===== src/rtl/twi_fifo_pkg.sv =====
package twi_fifo_pkg;
  localparam int unsigned ADDR_W = 2;
  localparam int unsigned DATA_W = 32;
  localparam int unsigned BYTE_W = 8;

  typedef enum logic [ADDR_W-1:0] {
    REG_TX8  = 2'd0,
    REG_TX16 = 2'd1,
    REG_RX8  = 2'd2,
    REG_STAT = 2'd3
  } reg_idx_e;
endpackage


===== src/rtl/twi_byte_fifo.sv =====
module twi_byte_fifo #(
  parameter int unsigned DEPTH = 2,
  parameter int unsigned W     = 8,
  localparam int unsigned LVL_W = $clog2(DEPTH + 1),
  localparam int unsigned PTR_W = (DEPTH > 1) ? $clog2(DEPTH) : 1
) (
  input  logic             clk_i,
  input  logic             rst_ni,
  input  logic [1:0]       push_cnt_i,   // 0, 1 or 2 entries; caller guarantees space
  input  logic [W-1:0]     din0_i,
  input  logic [W-1:0]     din1_i,
  input  logic             pop_i,        // caller guarantees not empty
  output logic [W-1:0]     dout_o,
  output logic [LVL_W-1:0] level_o
);
  logic [W-1:0]     mem_q [DEPTH];
  logic [PTR_W-1:0] rd_q, wr_q, wr_p1, wr_p2;
  logic [LVL_W-1:0] level_q;

  function automatic logic [PTR_W-1:0] inc(input logic [PTR_W-1:0] p);
    return (p == PTR_W'(DEPTH - 1)) ? '0 : p + 1'b1;
  endfunction

  assign wr_p1 = inc(wr_q);
  assign wr_p2 = inc(wr_p1);

  always_ff @(posedge clk_i or negedge rst_ni) begin
    if (!rst_ni) begin
      rd_q    <= '0;
      wr_q    <= '0;
      level_q <= '0;
    end else begin
      if (pop_i) rd_q <= inc(rd_q);
      case (push_cnt_i)
        2'd1:    wr_q <= wr_p1;
        2'd2:    wr_q <= wr_p2;
        default: wr_q <= wr_q;
      endcase
      level_q <= level_q + LVL_W'(push_cnt_i) - LVL_W'(pop_i);
    end
  end

  for (genvar i = 0; i < DEPTH; i++) begin : g_slot
    always_ff @(posedge clk_i) begin
      if (push_cnt_i != 2'd0 && wr_q == PTR_W'(i))      mem_q[i] <= din0_i;
      else if (push_cnt_i == 2'd2 && wr_p1 == PTR_W'(i)) mem_q[i] <= din1_i;
    end
  end

  assign dout_o  = mem_q[rd_q];
  assign level_o = level_q;

  a_r6_level_bound: assert property (@(posedge clk_i) disable iff (!rst_ni)
    level_q <= LVL_W'(DEPTH));
  a_r8_no_pop_empty: assert property (@(posedge clk_i) disable iff (!rst_ni)
    pop_i |-> level_q != '0);
  a_r6_no_overrun: assert property (@(posedge clk_i) disable iff (!rst_ni)
    (32'(level_q) + 32'(push_cnt_i)) <= (32'(DEPTH) + 32'(pop_i)));
endmodule


===== src/rtl/twi_bus_ctrl.sv =====
module twi_bus_ctrl
  import twi_fifo_pkg::*;
#(
  parameter int unsigned TX_DEPTH = 2,
  parameter int unsigned RX_DEPTH = 2,
  localparam int unsigned TX_LVL_W = $clog2(TX_DEPTH + 1),
  localparam int unsigned RX_LVL_W = $clog2(RX_DEPTH + 1)
) (
  input  logic                clk_i,
  input  logic                rst_ni,
  input  logic                req_i,
  input  logic                we_i,
  input  logic [ADDR_W-1:0]   addr_i,
  input  logic [TX_LVL_W-1:0] tx_level_i,
  input  logic [RX_LVL_W-1:0] rx_level_i,
  output logic                wait_o,
  output logic [1:0]          tx_push_cnt_o,
  output logic                rx_pop_o,
  output logic                stat_rd_o
);
  logic ready, done;
  reg_idx_e idx;

  assign idx = reg_idx_e'(addr_i);

  always_comb begin
    ready = 1'b1;
    if (we_i) begin
      case (idx)
        REG_TX8:  ready = tx_level_i < TX_LVL_W'(TX_DEPTH);
        REG_TX16: ready = tx_level_i == '0;
        default:  ready = 1'b1;
      endcase
    end else if (idx == REG_RX8) begin
      ready = rx_level_i != '0;
    end
  end

  assign done   = req_i && ready;
  assign wait_o = req_i && !ready;

  always_comb begin
    tx_push_cnt_o = 2'd0;
    if (done && we_i && idx == REG_TX8)  tx_push_cnt_o = 2'd1;
    if (done && we_i && idx == REG_TX16) tx_push_cnt_o = 2'd2;
  end

  assign rx_pop_o  = done && !we_i && idx == REG_RX8;
  assign stat_rd_o = done && !we_i && idx == REG_STAT;

  a_r2_tx16_stalls: assert property (@(posedge clk_i) disable iff (!rst_ni)
    (req_i && we_i && idx == REG_TX16 && tx_level_i != '0) |-> wait_o);
  a_r5_rx_empty_stalls: assert property (@(posedge clk_i) disable iff (!rst_ni)
    (req_i && !we_i && idx == REG_RX8 && rx_level_i == '0) |-> wait_o);
  a_r1_tx8_full_stalls: assert property (@(posedge clk_i) disable iff (!rst_ni)
    (req_i && we_i && idx == REG_TX8 && tx_level_i == TX_LVL_W'(TX_DEPTH)) |-> wait_o);
  a_r10_wait_needs_req: assert property (@(posedge clk_i) disable iff (!rst_ni)
    wait_o |-> req_i);
  a_r10_held_access: assert property (@(posedge clk_i) disable iff (!rst_ni)
    wait_o |=> (req_i && $stable(addr_i) && $stable(we_i)));
endmodule


===== src/rtl/twi_data_port.sv =====
module twi_data_port
  import twi_fifo_pkg::*;
#(
  parameter int unsigned TX_DEPTH = 2,
  parameter int unsigned RX_DEPTH = 2,
  localparam int unsigned TX_LVL_W = $clog2(TX_DEPTH + 1),
  localparam int unsigned RX_LVL_W = $clog2(RX_DEPTH + 1),
  localparam int unsigned STAT_W   = TX_LVL_W + RX_LVL_W + 1
) (
  input  logic              clk_i,
  input  logic              rst_ni,
  input  logic              bus_req_i,
  input  logic              bus_we_i,
  input  logic [ADDR_W-1:0] bus_addr_i,
  input  logic [DATA_W-1:0] bus_wdata_i,
  output logic [DATA_W-1:0] bus_rdata_o,
  output logic              bus_wait_o,
  input  logic              tx_pop_i,
  output logic [BYTE_W-1:0] tx_byte_o,
  output logic              tx_valid_o,
  input  logic              rx_push_i,
  input  logic [BYTE_W-1:0] rx_byte_i
);
  logic [TX_LVL_W-1:0] tx_level;
  logic [RX_LVL_W-1:0] rx_level;
  logic [1:0]          tx_push_cnt;
  logic                rx_pop, stat_rd, tx_pop, rx_accept, rx_drop;
  logic                ovf_q;
  logic [BYTE_W-1:0]   rx_head;
  logic [STAT_W-1:0]   stat_word;
  logic                unused_wdata;

  assign unused_wdata = ^bus_wdata_i[DATA_W-1:2*BYTE_W];

  twi_bus_ctrl #(.TX_DEPTH(TX_DEPTH), .RX_DEPTH(RX_DEPTH)) u_ctrl (
    .clk_i         (clk_i),
    .rst_ni        (rst_ni),
    .req_i         (bus_req_i),
    .we_i          (bus_we_i),
    .addr_i        (bus_addr_i),
    .tx_level_i    (tx_level),
    .rx_level_i    (rx_level),
    .wait_o        (bus_wait_o),
    .tx_push_cnt_o (tx_push_cnt),
    .rx_pop_o      (rx_pop),
    .stat_rd_o     (stat_rd)
  );

  assign tx_pop = tx_pop_i && tx_level != '0;

  twi_byte_fifo #(.DEPTH(TX_DEPTH), .W(BYTE_W)) u_tx_fifo (
    .clk_i      (clk_i),
    .rst_ni     (rst_ni),
    .push_cnt_i (tx_push_cnt),
    .din0_i     (bus_wdata_i[BYTE_W-1:0]),
    .din1_i     (bus_wdata_i[2*BYTE_W-1:BYTE_W]),
    .pop_i      (tx_pop),
    .dout_o     (tx_byte_o),
    .level_o    (tx_level)
  );

  // a same-cycle read frees the slot the push needs
  assign rx_accept = rx_push_i && (rx_level != RX_LVL_W'(RX_DEPTH) || rx_pop);
  assign rx_drop   = rx_push_i && !rx_accept;

  twi_byte_fifo #(.DEPTH(RX_DEPTH), .W(BYTE_W)) u_rx_fifo (
    .clk_i      (clk_i),
    .rst_ni     (rst_ni),
    .push_cnt_i ({1'b0, rx_accept}),
    .din0_i     (rx_byte_i),
    .din1_i     (rx_byte_i),
    .pop_i      (rx_pop),
    .dout_o     (rx_head),
    .level_o    (rx_level)
  );

  always_ff @(posedge clk_i or negedge rst_ni) begin
    if (!rst_ni) ovf_q <= 1'b0;
    else         ovf_q <= (ovf_q && !stat_rd) || rx_drop;
  end

  assign tx_valid_o = tx_level != '0;
  assign stat_word  = {ovf_q, rx_level, tx_level};

  always_comb begin
    bus_rdata_o = '0;
    if (bus_req_i && !bus_we_i && !bus_wait_o) begin
      case (reg_idx_e'(bus_addr_i))
        REG_RX8:  bus_rdata_o = DATA_W'(rx_head);
        REG_STAT: bus_rdata_o = DATA_W'(stat_word);
        default:  bus_rdata_o = '0;
      endcase
    end
  end

  a_r7_ovf_sticky: assert property (@(posedge clk_i) disable iff (!rst_ni)
    (ovf_q && !stat_rd) |=> ovf_q);
  a_r7_drop_sets_ovf: assert property (@(posedge clk_i) disable iff (!rst_ni)
    rx_drop |=> ovf_q);
  a_r8_valid_tracks: assert property (@(posedge clk_i) disable iff (!rst_ni)
    (tx_valid_o && !tx_pop && tx_push_cnt == 2'd0) |=> (tx_valid_o && $stable(tx_byte_o)));
  a_r3_tx_reads_zero: assert property (@(posedge clk_i) disable iff (!rst_ni)
    (bus_req_i && !bus_we_i && bus_addr_i[1] == 1'b0) |-> bus_rdata_o == '0);
endmodule


===== config.mk =====
export PLATFORM = sky130hd
export DESIGN_NAME = twi_data_port
export DESIGN_NICKNAME = d
export VERILOG_FILES = /design/src/rtl/twi_fifo_pkg.sv /design/src/rtl/twi_byte_fifo.sv /design/src/rtl/twi_bus_ctrl.sv /design/src/rtl/twi_data_port.sv
export SDC_FILE = /design/constraint.sdc
export NUM_CORES = 1
export LEC_CHECK = 0
export ABC_AREA = 0
export BUFFER_PORTS_ARGS = -buffer_cell sky130_fd_sc_hd__clkbuf_2
export CAP_MARGIN = 20
export CORE_MARGIN = 1
export CORE_UTILIZATION = 50
export DETAILED_ROUTE_END_ITERATION = 16
export MAX_ROUTING_LAYER = met4
export PLACE_DENSITY_LB_ADDON = 0.25
export SLEW_MARGIN = 0
export SYNTH_ARGS = -nofsm -noshare
export SYNTH_HDL_FRONTEND = slang
export SYNTH_HIERARCHICAL = 1
export SYNTH_SLANG_ARGS = --single-unit

===== constraint.sdc =====
create_clock -name clk_i -period 2.8 [get_ports clk_i]
set_input_delay 0.28 -clock clk_i [delete_from_list [all_inputs] [get_ports clk_i]]
set_output_delay 0.28 -clock clk_i [all_outputs]
set_load 0.05 [all_outputs]

# Word-level counts from Yosys, hierarchy flattened
# Memory sizes are Yosys's and may differ from the RTL's.
# Index checks and enable logic that the tools add are counted.
[classes] n_addsub=9 n_lt_le_gt_ge=1 eq_ne=6 mux=32 bitwise=5 n_reduce_logical=34
[ops] op="32-bit two-way mux" count=1
[ops] op="1-bit two-way mux" count=24
[ops] op="8-bit two-way mux" count=3
[ops] op="1-bit logical AND" count=20
[ops] op="8-bit case mux with 2 select lines" count=1
[ops] op="2-bit nonzero test" count=4
[ops] op="8-bit OR reduction" count=1
[ops] op="2-bit equality test (second input constant)" count=3
[ops] op="1-bit adder (second input constant)" count=5
[ops] op="1-bit zero test" count=5
[ops] op="2-bit by 1-bit equality test with 1-bit output (second input constant)" count=2
[ops] op="2-bit zero test" count=2
[ops] op="1-bit case mux with 2 select lines" count=2
[ops] op="2-bit by 1-bit subtractor with 2-bit output" count=2
[ops] op="1-bit NOT" count=3
[ops] op="2-bit by 1-bit adder with 2-bit output" count=1
[ops] op="2-bit adder" count=1
[ops] op="1-bit logical OR" count=2
[ops] op="2-bit < comparator (second input constant)" count=1
[ops] op="2-bit two-way mux" count=1
[ops] op="2-bit inequality test (second input constant)" count=1
[ops] op="1-bit bitwise OR" count=2
[word_totals] reg_bits=9 ramBits=32 input_bits=48 output_inout_bits=42 wordCells=96 n_memories=2
[memory_table] name="u_rx_fifo.mem_q" words=2 word_bits=8 rd=1 rd_ports_with_merged_regs=0 wr=1 line_no="twi_byte_fifo.sv:16" source="logic [W-1:0] mem_q [DEPTH];"
[memory_table] name="u_tx_fifo.mem_q" words=2 word_bits=8 rd=1 rd_ports_with_merged_regs=0 wr=2 line_no="twi_byte_fifo.sv:16"

# Logic depth before layout (Yosys ltp)
# Gate-level depths: netlist of the first run.
[logic_depth] ltp_word=14 depth_mapped=9 ltp_nobuf=8

# Modules after synthesis
# Netlist of the first run, hierarchy kept.
[by_module_without_submodules] module="twi_byte_fifo" n_inst=2 cells_each=64 area_per_inst_um2=1118.6 seq_area_each_um2=580.6
[by_module_without_submodules] module="twi_data_port" n_inst=1 cells_each=48 area_per_inst_um2=382.9 seq_area_each_um2=25.0
[by_module_without_submodules] module="twi_bus_ctrl" n_inst=1 cells_each=13 area_per_inst_um2=73.8 seq_area_each_um2=0.0

# Worst setup path before layout of the first run
# OpenSTA, ideal clock, no wires.
[synth_path] path_kind="input -> output" startpoint="input bus_addr_i[1]" endpoint="output bus_rdata_o[0]" arrival_time_ns=2.333 required_ns=2.520 path_slack_ns=0.187 cell_stages=5 path_buffers=1 path_cell_list="nand2b_1 > o32ai_1 > nand4bb_1 > buf_6 > nor2_1"
[synth_between] elab_chain_len=8 word_cells_on_any_way=13 cone_classes="eq/ne (3); mux (5); reduce/logical (5)"
[synth_rtl] element="from (decl)" line_no="twi_data_port.sv:14" source="input logic [ADDR_W-1:0] bus_addr_i,"
[synth_rtl] element="2-bit by 1-bit equality test with 1-bit output, or another cell as far along" line_no="twi_bus_ctrl.sv:29" source="case (idx)"
[synth_rtl] element="1-bit case mux with 2 select lines or 1-bit two-way mux (tied branches)" line_no="twi_bus_ctrl.sv:29, twi_bus_ctrl.sv:34"
[synth_rtl] element="1-bit two-way mux (*)" line_no="twi_bus_ctrl.sv:28" source="if (we_i) begin"
[synth_rtl] element="1-bit zero test (*)" line_no="twi_bus_ctrl.sv:40" source="assign wait_o = req_i && !ready;"
[synth_rtl] element="1-bit logical AND (*)" line_no="twi_bus_ctrl.sv:40"
[synth_rtl] element="via bus_wait_o" line_no="twi_data_port.sv:17" source="output logic bus_wait_o,"
[synth_rtl] element="1-bit zero test (*)" line_no="twi_data_port.sv:87" source="if (bus_req_i && !bus_we_i && !bus_wait_o) begin"
[synth_rtl] element="1-bit logical AND (*)" line_no="twi_data_port.sv:87"
[synth_rtl] element="32-bit two-way mux (*)" line_no="twi_data_port.sv:87"
[synth_rtl] element="to (decl)" line_no="twi_data_port.sv:16" source="output logic [DATA_W-1:0] bus_rdata_o,"
# The timed path passes the listed nets; every way through them passes the cells marked *.

# Final worst setup path of the first run
[layout_path] startpoint="register u_rx_fifo.level_q[1] (netlist: u_rx_fifo/level_o[1])" endpoint="output bus_rdata_o[2]"
[layout_between] elab_chain_len=8
[layout_rtl] element="from (decl)" line_no="twi_byte_fifo.sv:18" source="logic [LVL_W-1:0] level_q;"
[layout_rtl] element="from (signal assigned)" line_no="twi_byte_fifo.sv:39" source="level_q <= level_q + LVL_W'(push_cnt_i) - LVL_W'(pop_i);"
[layout_rtl] element="2-bit nonzero test" line_no="twi_bus_ctrl.sv:35" source="ready = rx_level_i != '0;"
[layout_rtl] element="1-bit two-way mux" line_no="twi_bus_ctrl.sv:34" source="end else if (idx == REG_RX8) begin"
[layout_rtl] element="1-bit two-way mux" line_no="twi_bus_ctrl.sv:28"
[layout_rtl] element="1-bit zero test" line_no="twi_bus_ctrl.sv:40"
[layout_rtl] element="1-bit logical AND" line_no="twi_bus_ctrl.sv:40"
[layout_rtl] element="1-bit zero test" line_no="twi_data_port.sv:87"
[layout_rtl] element="1-bit logical AND" line_no="twi_data_port.sv:87"
[layout_rtl] element="32-bit two-way mux" line_no="twi_data_port.sv:87"
# Every way passes these cells.

==> key figures, run 1 <==
GRT
  • Antenna violations before repair: 0
  • Pin count of the biggest net entering global routing: 14
  • Number of global-route vias before repair: approximately 1300
  • Global-route congestion overflow total: 0
  • Global-route usage over all layers: approximately 15%
  • First-pass GRT wire length: ~5800 µm

Detailed routing
  • Number of vias after detailed routing: around 1500
  • Antenna violation net count after detailed routing: 0
  • Residual DRC count: 0
  • Routed Wire Length: ~4000 µm
  • Drt via density: about 4.7
  • DR iter-0 viols: 35
  • First-pass iteration count of the detailed router: 4
  • Routed length per placed instance: 12.47 µm

Finish
  • Area taken by multi-input logic gates: roughly 1300 µm²
  • Final Non-Filler Cells: between 300 and 400
  • Filler cell count in the final layout: approximately 430
  • Sequential cell area: 1186 µm²
  • Fin area: 3017 µm²
  • Layout cells sized above 1: between 40% and 50%
  • Core Util, Final: 58.69%
  • Diodes inserted: 0
  • Final Net Count: about 300
  • Layout overhead on the synthesized area: 11.98%

Die
  • I/O pin cnt: 90
  • Die height: around 75 µm
  • Std-Cell Rows: 26
  • Die Span X: approximately 75 µm
  • Die area: ~5700 µm²
  • Area of the placeable core: roughly 5100 µm²
  • Initial Utilization: 52.41%

Synth
  • Part of the Yosys area used for sequential elements: approximately 44%
  • Yosys reg bits: 41
  • Asr flop ratio synth: between 20 and 25%
  • Cells after Synth: 189
  • Post-synth top area share: between 30% and 40%
  • Synth warnings: 6
  • Cell area after synthesis: about 2700 µm²
  • Synthesized area per cell: about 14 µm²
  • Number of distinct standard cells referenced by the synthesized netlist: 26
  • Top FF cell, synth: sky130_fd_sc_hd__edfxtp_1
  • Library cell with the largest summed area after synthesis: sky130_fd_sc_hd__edfxtp_1
  • Leading post-synthesis cells by cell area: sky130_fd_sc_hd__edfxtp_1, sky130_fd_sc_hd__mux2_4, sky130_fd_sc_hd__dfrtp_1
  • Number of enable-type register cells in the synthesized netlist: 32

Place
  • Area of placed instances: between 2000 and 3000 µm²
  • Sum of net half-perimeters after detailed placement: about 3000 µm
  • Placed instance count: around 300
  • # port buffers: 49
  • Placer Congestion: between 0.7 and 0.8

Clock network
  • Clock Path Buffers: 2
  • Worst skew pair latency: 0.29 ns
  • TritonCTS clock tree: done
  • Cts bufs inserted: 5
  • Setup Buffers After CTS: 0
  • Clock root buffer: sky130_fd_sc_hd__clkbuf_8
  • TritonCTS Sinks: 41
  • Number of H-tree branching levels: 2
  • Clock slew at reported path FFs: roughly 0.070 ns

Timing
  • Total setup violations reported at the end of the flow: 0
  • Final Hold Slack: between 0.2 and 0.3 ns
  • Max-slew violation count: 0
  • Fmax: between 0.4 and 0.5 GHz
  • Final min period: 2.481 ns
  • Worst setup skew after layout: between 0.007 and 0.008 ns
  • Final-report hold violation count: 0
  • Setup repair after global routing missed its margin: false
  • Pin slew with the least headroom to its limit: between 0.5 and 0.6 ns
  • Share of the clock period used by the worst path after layout: approximately nine tenths
  • Final-layout setup total negative slack: 0 ns
  • Worst rel slew slack: 61.31%

Setup path
  • Worst-path maximum fanout: 8
  • Kind of critical path: reg2out
  • Worst path arrival time: ~2.2 ns
  • CP endpoint kind: primary output
  • Kind of start point of the critical path: flop
  • Required time at the endpoint of the critical path: between 2 and 3 ns

Outcome
  • Result of the run: finished, final reports clean

Power and ir drop
  • Worst voltage drop across the vdd grid: 0.4059 mV
  • Leakage: approximately 0.0014 µW
  • Power density normalized to cell area: approximately 810 nW/µm²

Flow run
  • Max-cap check violation count: 0

Worst hold path
  • Class of the most critical hold timing path: in2reg
-- worst max-delay path, stage by stage (launching register included) --
cell,delay [ns]
sky130_fd_sc_hd__dfrtp_1,0.46
sky130_fd_sc_hd__or4b_1,0.52
sky130_fd_sc_hd__o32ai_1,0.17
sky130_fd_sc_hd__nand4bb_1,0.41
sky130_fd_sc_hd__nor2_1,0.11
sky130_fd_sc_hd__clkbuf_2,0.25
-- where the power goes --
part,internal [µW],switching (µW)
Combinational,473,523
Sequential,837,164
Clock,265,193
Total,1570,879
-- stage by stage --
step           total power, µW  setup slack, ns
4_1_cts                   2471           0.2809
5_1_grt                   2590           0.2296
6_report                  2454           0.3194
2_1_floorplan             1879           0.1868
3_5_place_dp              2009           0.4304
3_3_place_gp              1989           0.4637
-- sequential cells by signal (all words and copies together) (netlist names) --
signal,cells
ovf_q,1
u_rx_fifo/level_o,2
u_rx_fifo/mem_q,16
u_rx_fifo/rd_q,1
u_rx_fifo/wr_q,1
u_tx_fifo/level_o,2
u_tx_fifo/mem_q,16
u_tx_fifo/rd_q,1
u_tx_fifo/wr_q,1
-- Yosys cell counts (all sizes together) (2+ instances only) --
library cell / number
mux2: 52
inv: 10
edfxtp: 32
nor3: 2
mux2i: 5
a21oi: 3
nor3b: 3
nand2b: 3
ha: 10
xor2: 4
nor2: 10
buf: 32
xnor2: 4
dfrtp: 9
-- per-layer routing --
| metal | global-route usage, % | wire length [µm] | vias up |
|---|---|---|---|
| li1 | - | - | 733 |
| met1 | 16.54 | 1688 | 695 |
| met2 | 25.20 | 2081 | 42 |
| met3 | 2.778 | 113 | 6 |
| met4 | 7.407 | 70 | 0 |
| met5 | - | 0 | - |
-- what timing repair did --
action | CTS | global route
hold buffers | 1 | 0
gates resized for setup | 0 | 0
setup endpoints to repair | 0 | 0
hold endpoints to repair | 9 | 0
-- area by class of cell --
class,instances,area share [%]
Sequential cell,41,39.32
Clock inverter,2,1.161
Inverter,10,1.244
Multi-Input combinational cell,133,43.26
Tap cell,70,2.903
Clock buffer,6,2.406
Timing Repair Buffer,55,9.706
-- cell families after synthesis --
kind of cell | synth area share [%]
AND/OR/NAND/NOR | 5.481
XOR/XNOR | 2.601
other | 0.1392
buffers and inverters | 11.29
AO/OA/AOI/OAI | 1.533
multiplexers | 30.28
flip-flops | 44.03
adder cells (fa/ha/maj) | 4.645
-- layout by cell type (no fill, tap or decap) --
master and n:
sky130_fd_sc_hd__a21boi_0 1, sky130_fd_sc_hd__a21oi_1 3, sky130_fd_sc_hd__a32o_1 1, sky130_fd_sc_hd__and2_1 1
sky130_fd_sc_hd__buf_4 5, sky130_fd_sc_hd__bufinv_16 1, sky130_fd_sc_hd__clkbuf_1 1, sky130_fd_sc_hd__clkbuf_2 49
sky130_fd_sc_hd__clkbuf_8 5, sky130_fd_sc_hd__clkinv_2 1, sky130_fd_sc_hd__conb_1 28, sky130_fd_sc_hd__dfrtp_1 9
sky130_fd_sc_hd__dlygate4sd3_1 1, sky130_fd_sc_hd__edfxtp_1 32, sky130_fd_sc_hd__ha_1 10, sky130_fd_sc_hd__inv_1 10
sky130_fd_sc_hd__mux2_2 4, sky130_fd_sc_hd__mux2_4 48, sky130_fd_sc_hd__mux2i_1 5, sky130_fd_sc_hd__nand2_1 1
sky130_fd_sc_hd__nand2b_1 3, sky130_fd_sc_hd__nand4bb_1 1, sky130_fd_sc_hd__nor2_1 10, sky130_fd_sc_hd__nor3_1 2
sky130_fd_sc_hd__nor3b_2 3, sky130_fd_sc_hd__nor4_1 1, sky130_fd_sc_hd__o32ai_1 1, sky130_fd_sc_hd__or2_1 1
sky130_fd_sc_hd__or4b_1 1, sky130_fd_sc_hd__xnor2_1 4, sky130_fd_sc_hd__xor2_1 4
-- final timing paths --
kind / from / to / slack [ns] / cells past startpoint
worst max-delay path: u_rx_fifo/level_o[1] / bus_rdata_o[2] / 0.32 / 5
worst min-delay path: rx_push_i / ovf_q / 0.27 / 2
worst max register to register: u_tx_fifo/level_o[1] / u_tx_fifo/mem_q[1][5] / 0.56 / 5
worst min register to register: ovf_q / ovf_q / 0.51 / 1
max in group asynchronous: rst_ni / u_rx_fifo/level_o[1] / 2.22 / 2
min in group asynchronous: rst_ni / u_tx_fifo/rd_q / 0.38 / 2
Power figures use the tool's default switching activity.
==> run 2, diff against run 1 <==
--- a/config.mk
+++ b/config.mk
@@ -10,6 +10,7 @@
 export CAP_MARGIN = 20
 export CORE_MARGIN = 1
 export CORE_UTILIZATION = 50
+export CTS_BUF_LIST = sky130_fd_sc_hd__clkbuf_8
 export DETAILED_ROUTE_END_ITERATION = 16
 export MAX_ROUTING_LAYER = met4
 export PLACE_DENSITY_LB_ADDON = 0.25
==> key figures, run 2 (synthesized netlist as in run 1, its figures left out) <==
Detailed routing
  • Antenna violation net count after detailed routing: 0 (unchanged)
  • DR iter-0 viols: 35 (unchanged)
  • Drt via density: 4.656 (unchanged)
  • Routed length per placed instance: 12.47 µm (about the same)
  • Residual DRC count: 0 (unchanged)
  • Routed Wire Length: 3952 µm (about the same)
  • First-pass iteration count of the detailed router: 4 (unchanged)
  • Number of vias after detailed routing: 1476 (unchanged)

Die
  • Die area: 5685 µm² (unchanged)
  • Initial Utilization: 52.41% (unchanged)
  • I/O pin cnt: 90 (unchanged)
  • Std-Cell Rows: 26 (unchanged)
  • Die Span X: 75.40 µm (unchanged)
  • Die height: 75.40 µm (unchanged)
  • Area of the placeable core: 5140 µm² (unchanged)

Setup path
  • Worst-path maximum fanout: 8 (unchanged)
  • CP endpoint kind: primary output
  • FF-to-FF setup slack: 0.56 ns (about the same)
  • Cell breakdown of the critical path: or4b_1 > o32ai_1 > nand4bb_1 > nor2_1 > clkbuf_2
  • Crit path launch: u_rx_fifo/level_o[1]
  • Worst flop-to-flop path endpoint: u_tx_fifo/mem_q[1][5]
  • Sum of buffers and inverters on the critical path: 1 (unchanged)
  • Required time at the endpoint of the critical path: 2.52 ns (about the same)
  • Reg-to-Reg Start: u_tx_fifo/level_o[1]
  • Reg2Reg Depth: 5 (unchanged)
  • Cell at the slowest stage of the critical path: sky130_fd_sc_hd__or4b_1
  • Category of cells accounting for the largest share of critical-path delay: simple AND/OR/NAND/NOR gates
  • Worst path arrival time: 2.20 ns (about the same)
  • CP max stage delay: 0.52 ns (about the same)
  • Kind of critical path: reg2out
  • Kind of start point of the critical path: flop

GRT
  • Global-route usage over all layers: 14.75% (unchanged)
  • First-pass GRT wire length: 5809 µm (unchanged)
  • Pin count of the biggest net entering global routing: 14 (unchanged)
  • Number of global-route vias before repair: 1299 (unchanged)
  • Global-route congestion overflow total: 0 (unchanged)
  • Antenna violations before repair: 0 (unchanged)

Outcome
  • Result of the run: finished, final reports clean

Finish
  • Registers with the most flip-flops: u_rx_fifo/mem_q x16, u_tx_fifo/mem_q x16
  • Diodes inserted: 0 (unchanged)
  • Leading cell type in the layout, fill and taps excluded: sky130_fd_sc_hd__clkbuf_2
  • Layout cells sized above 1: 46.96% (unchanged)
  • Leading cell types in the layout, fill and taps excluded: sky130_fd_sc_hd__clkbuf_2, sky130_fd_sc_hd__mux2_4, sky130_fd_sc_hd__edfxtp_1
  • Final Net Count: 304 (unchanged)
  • Layout overhead on the synthesized area: 11.98% (unchanged)
  • Final Non-Filler Cells: 317 (unchanged)
  • Fin area: 3017 µm² (unchanged)
  • Filler cell count in the final layout: 431 (unchanged)

Timing
  • Total setup violations reported at the end of the flow: 0 (unchanged)
  • Fmax: 0.4031 GHz (about the same)
  • Pin slew with the least headroom to its limit: 0.5803 ns (unchanged)
  • Worst rel slew slack: 61.31% (unchanged)
  • Final Hold Slack: 0.2734 ns (unchanged)
  • Setup repair after global routing missed its margin: false
  • Final min period: 2.481 ns (-0.00003100 ns)
  • Share of the clock period used by the worst path after layout: 88.59% (about the same)
  • Final-layout setup total negative slack: 0 ns (unchanged)
  • Max-slew violation count: 0 (unchanged)
  • Final-report hold violation count: 0 (unchanged)
  • Worst setup skew after layout: 0.007671 ns (unchanged)

Place
  • # port buffers: 49 (unchanged)
  • Area of placed instances: 2899 µm² (unchanged)
  • Placer Congestion: 0.7700 (unchanged)
  • Sum of net half-perimeters after detailed placement: 3008 µm (unchanged)
  • Placed instance count: 308 (unchanged)

Power and ir drop
  • Leakage: 0.001408 µW (+0.30%)
  • Portion of total power attributed to sequential cells: 40.8% (about the same)
  • Combinational group share of total power: 40.6% (about the same)
  • Proportion of power drawn by the clock network: 18.5% (about the same)
  • P_sw: 879.5 µW (about the same)
  • Worst voltage drop across the vdd grid: 0.4061 mV (about the same)
  • Sw frac: 35.89% (+0.055 points)
  • Power density normalized to cell area: 812.3 nW/µm² (-0.15%)
  • Internal power of the cells: 1571 µW (-0.23%)

Clock network
  • TritonCTS Sinks: 41 (unchanged)
  • Clock slew at reported path FFs: 0.07 ns (about the same)
  • TritonCTS clock tree: done
  • Cts bufs inserted: 5 (unchanged)
  • Worst skew pair latency: 0.29 ns (about the same)
  • Clock Path Buffers: 2 (unchanged)
  • Number of H-tree branching levels: 2 (unchanged)
  • Setup Buffers After CTS: 0 (unchanged)
  • Clock root buffer: sky130_fd_sc_hd__clkbuf_8

Flow run
  • Max-cap check violation count: 0 (unchanged)

Worst hold path
  • HP Start: rx_push_i
  • Class of the most critical hold timing path: in2reg
  • Number of stages on the worst hold path: 2 (unchanged)
  • End point of the worst hold path: ovf_q
## run 2: cell type report
class,instances,area (µm²),share of cell area (%)
multi-input combinational,133,1305,43.26
timing repair buffer,55,292.8,9.706
tap,70,87.58,2.903
inverter,10,37.54,1.244
sequential,41,1186,39.32
clock inverter,3,38.79,1.286
clock buffer,5,68.82,2.281
## run 2: power by group through the flow
| stage | registers, µW | clock network (µW) | logic, µW |
|---|---|---|---|
| finish | 1000 | 454 | 995 |
| global route | 1020 | 496 | 1070 |
| CTS | 1000 | 466 | 999 |
| detailed placement | 1020 | 0 | 994 |
| global placement | 1010 | 0 | 977 |
| floorplan | 919 | 0 | 960 |
## run 2: metrics by stage
step	setup slack [ns]	utilization, %	power [µW]
after floorplan	0.1868	-	1879
after global routing	0.2296	58.69	2587
after global placement	0.4637	56.40	1989
after CTS	0.2809	58.69	2467
after detailed placement	0.4304	56.40	2009
final	0.3195	58.69	2450
## run 2: worst register-to-register path, cell delays in order (launching register included)
cell and delay [ns]:
sky130_fd_sc_hd__dfrtp_1 0.46, sky130_fd_sc_hd__nor4_1 0.30, sky130_fd_sc_hd__buf_4 0.18, sky130_fd_sc_hd__ha_1 0.17, sky130_fd_sc_hd__ha_1 0.53, sky130_fd_sc_hd__mux2_4 0.35
## run 2: what timing repair did
action,4_1_cts,5_1_grt
endpoints found under the hold margin,9,0
hold buffers,1,0
resized for setup,0,0
## run 2: worst max path at each step
stage	endpoint	depth (start not counted)	slack (ns)
2_1_floorplan	bus_rdata_o[0]	5	0.19
6_report	bus_rdata_o[2]	5	0.32
3_3_place_gp	u_tx_fifo/mem_q[0][5]	7	0.46
3_5_place_dp	u_tx_fifo/mem_q[0][3]	7	0.43
5_1_grt	bus_rdata_o[2]	5	0.23
4_1_cts	bus_rdata_o[2]	5	0.28
## run 2: metal layers
layer / wire length, µm / GRT usage [%] / share of wire [%]
met1: 1687 / 16.54 / 43
met2: 2081 / 25.20 / 53
met3: 113 / 2.778 / 2.9
met4: 70 / 7.407 / 1.8
met5: 0 / - / 0
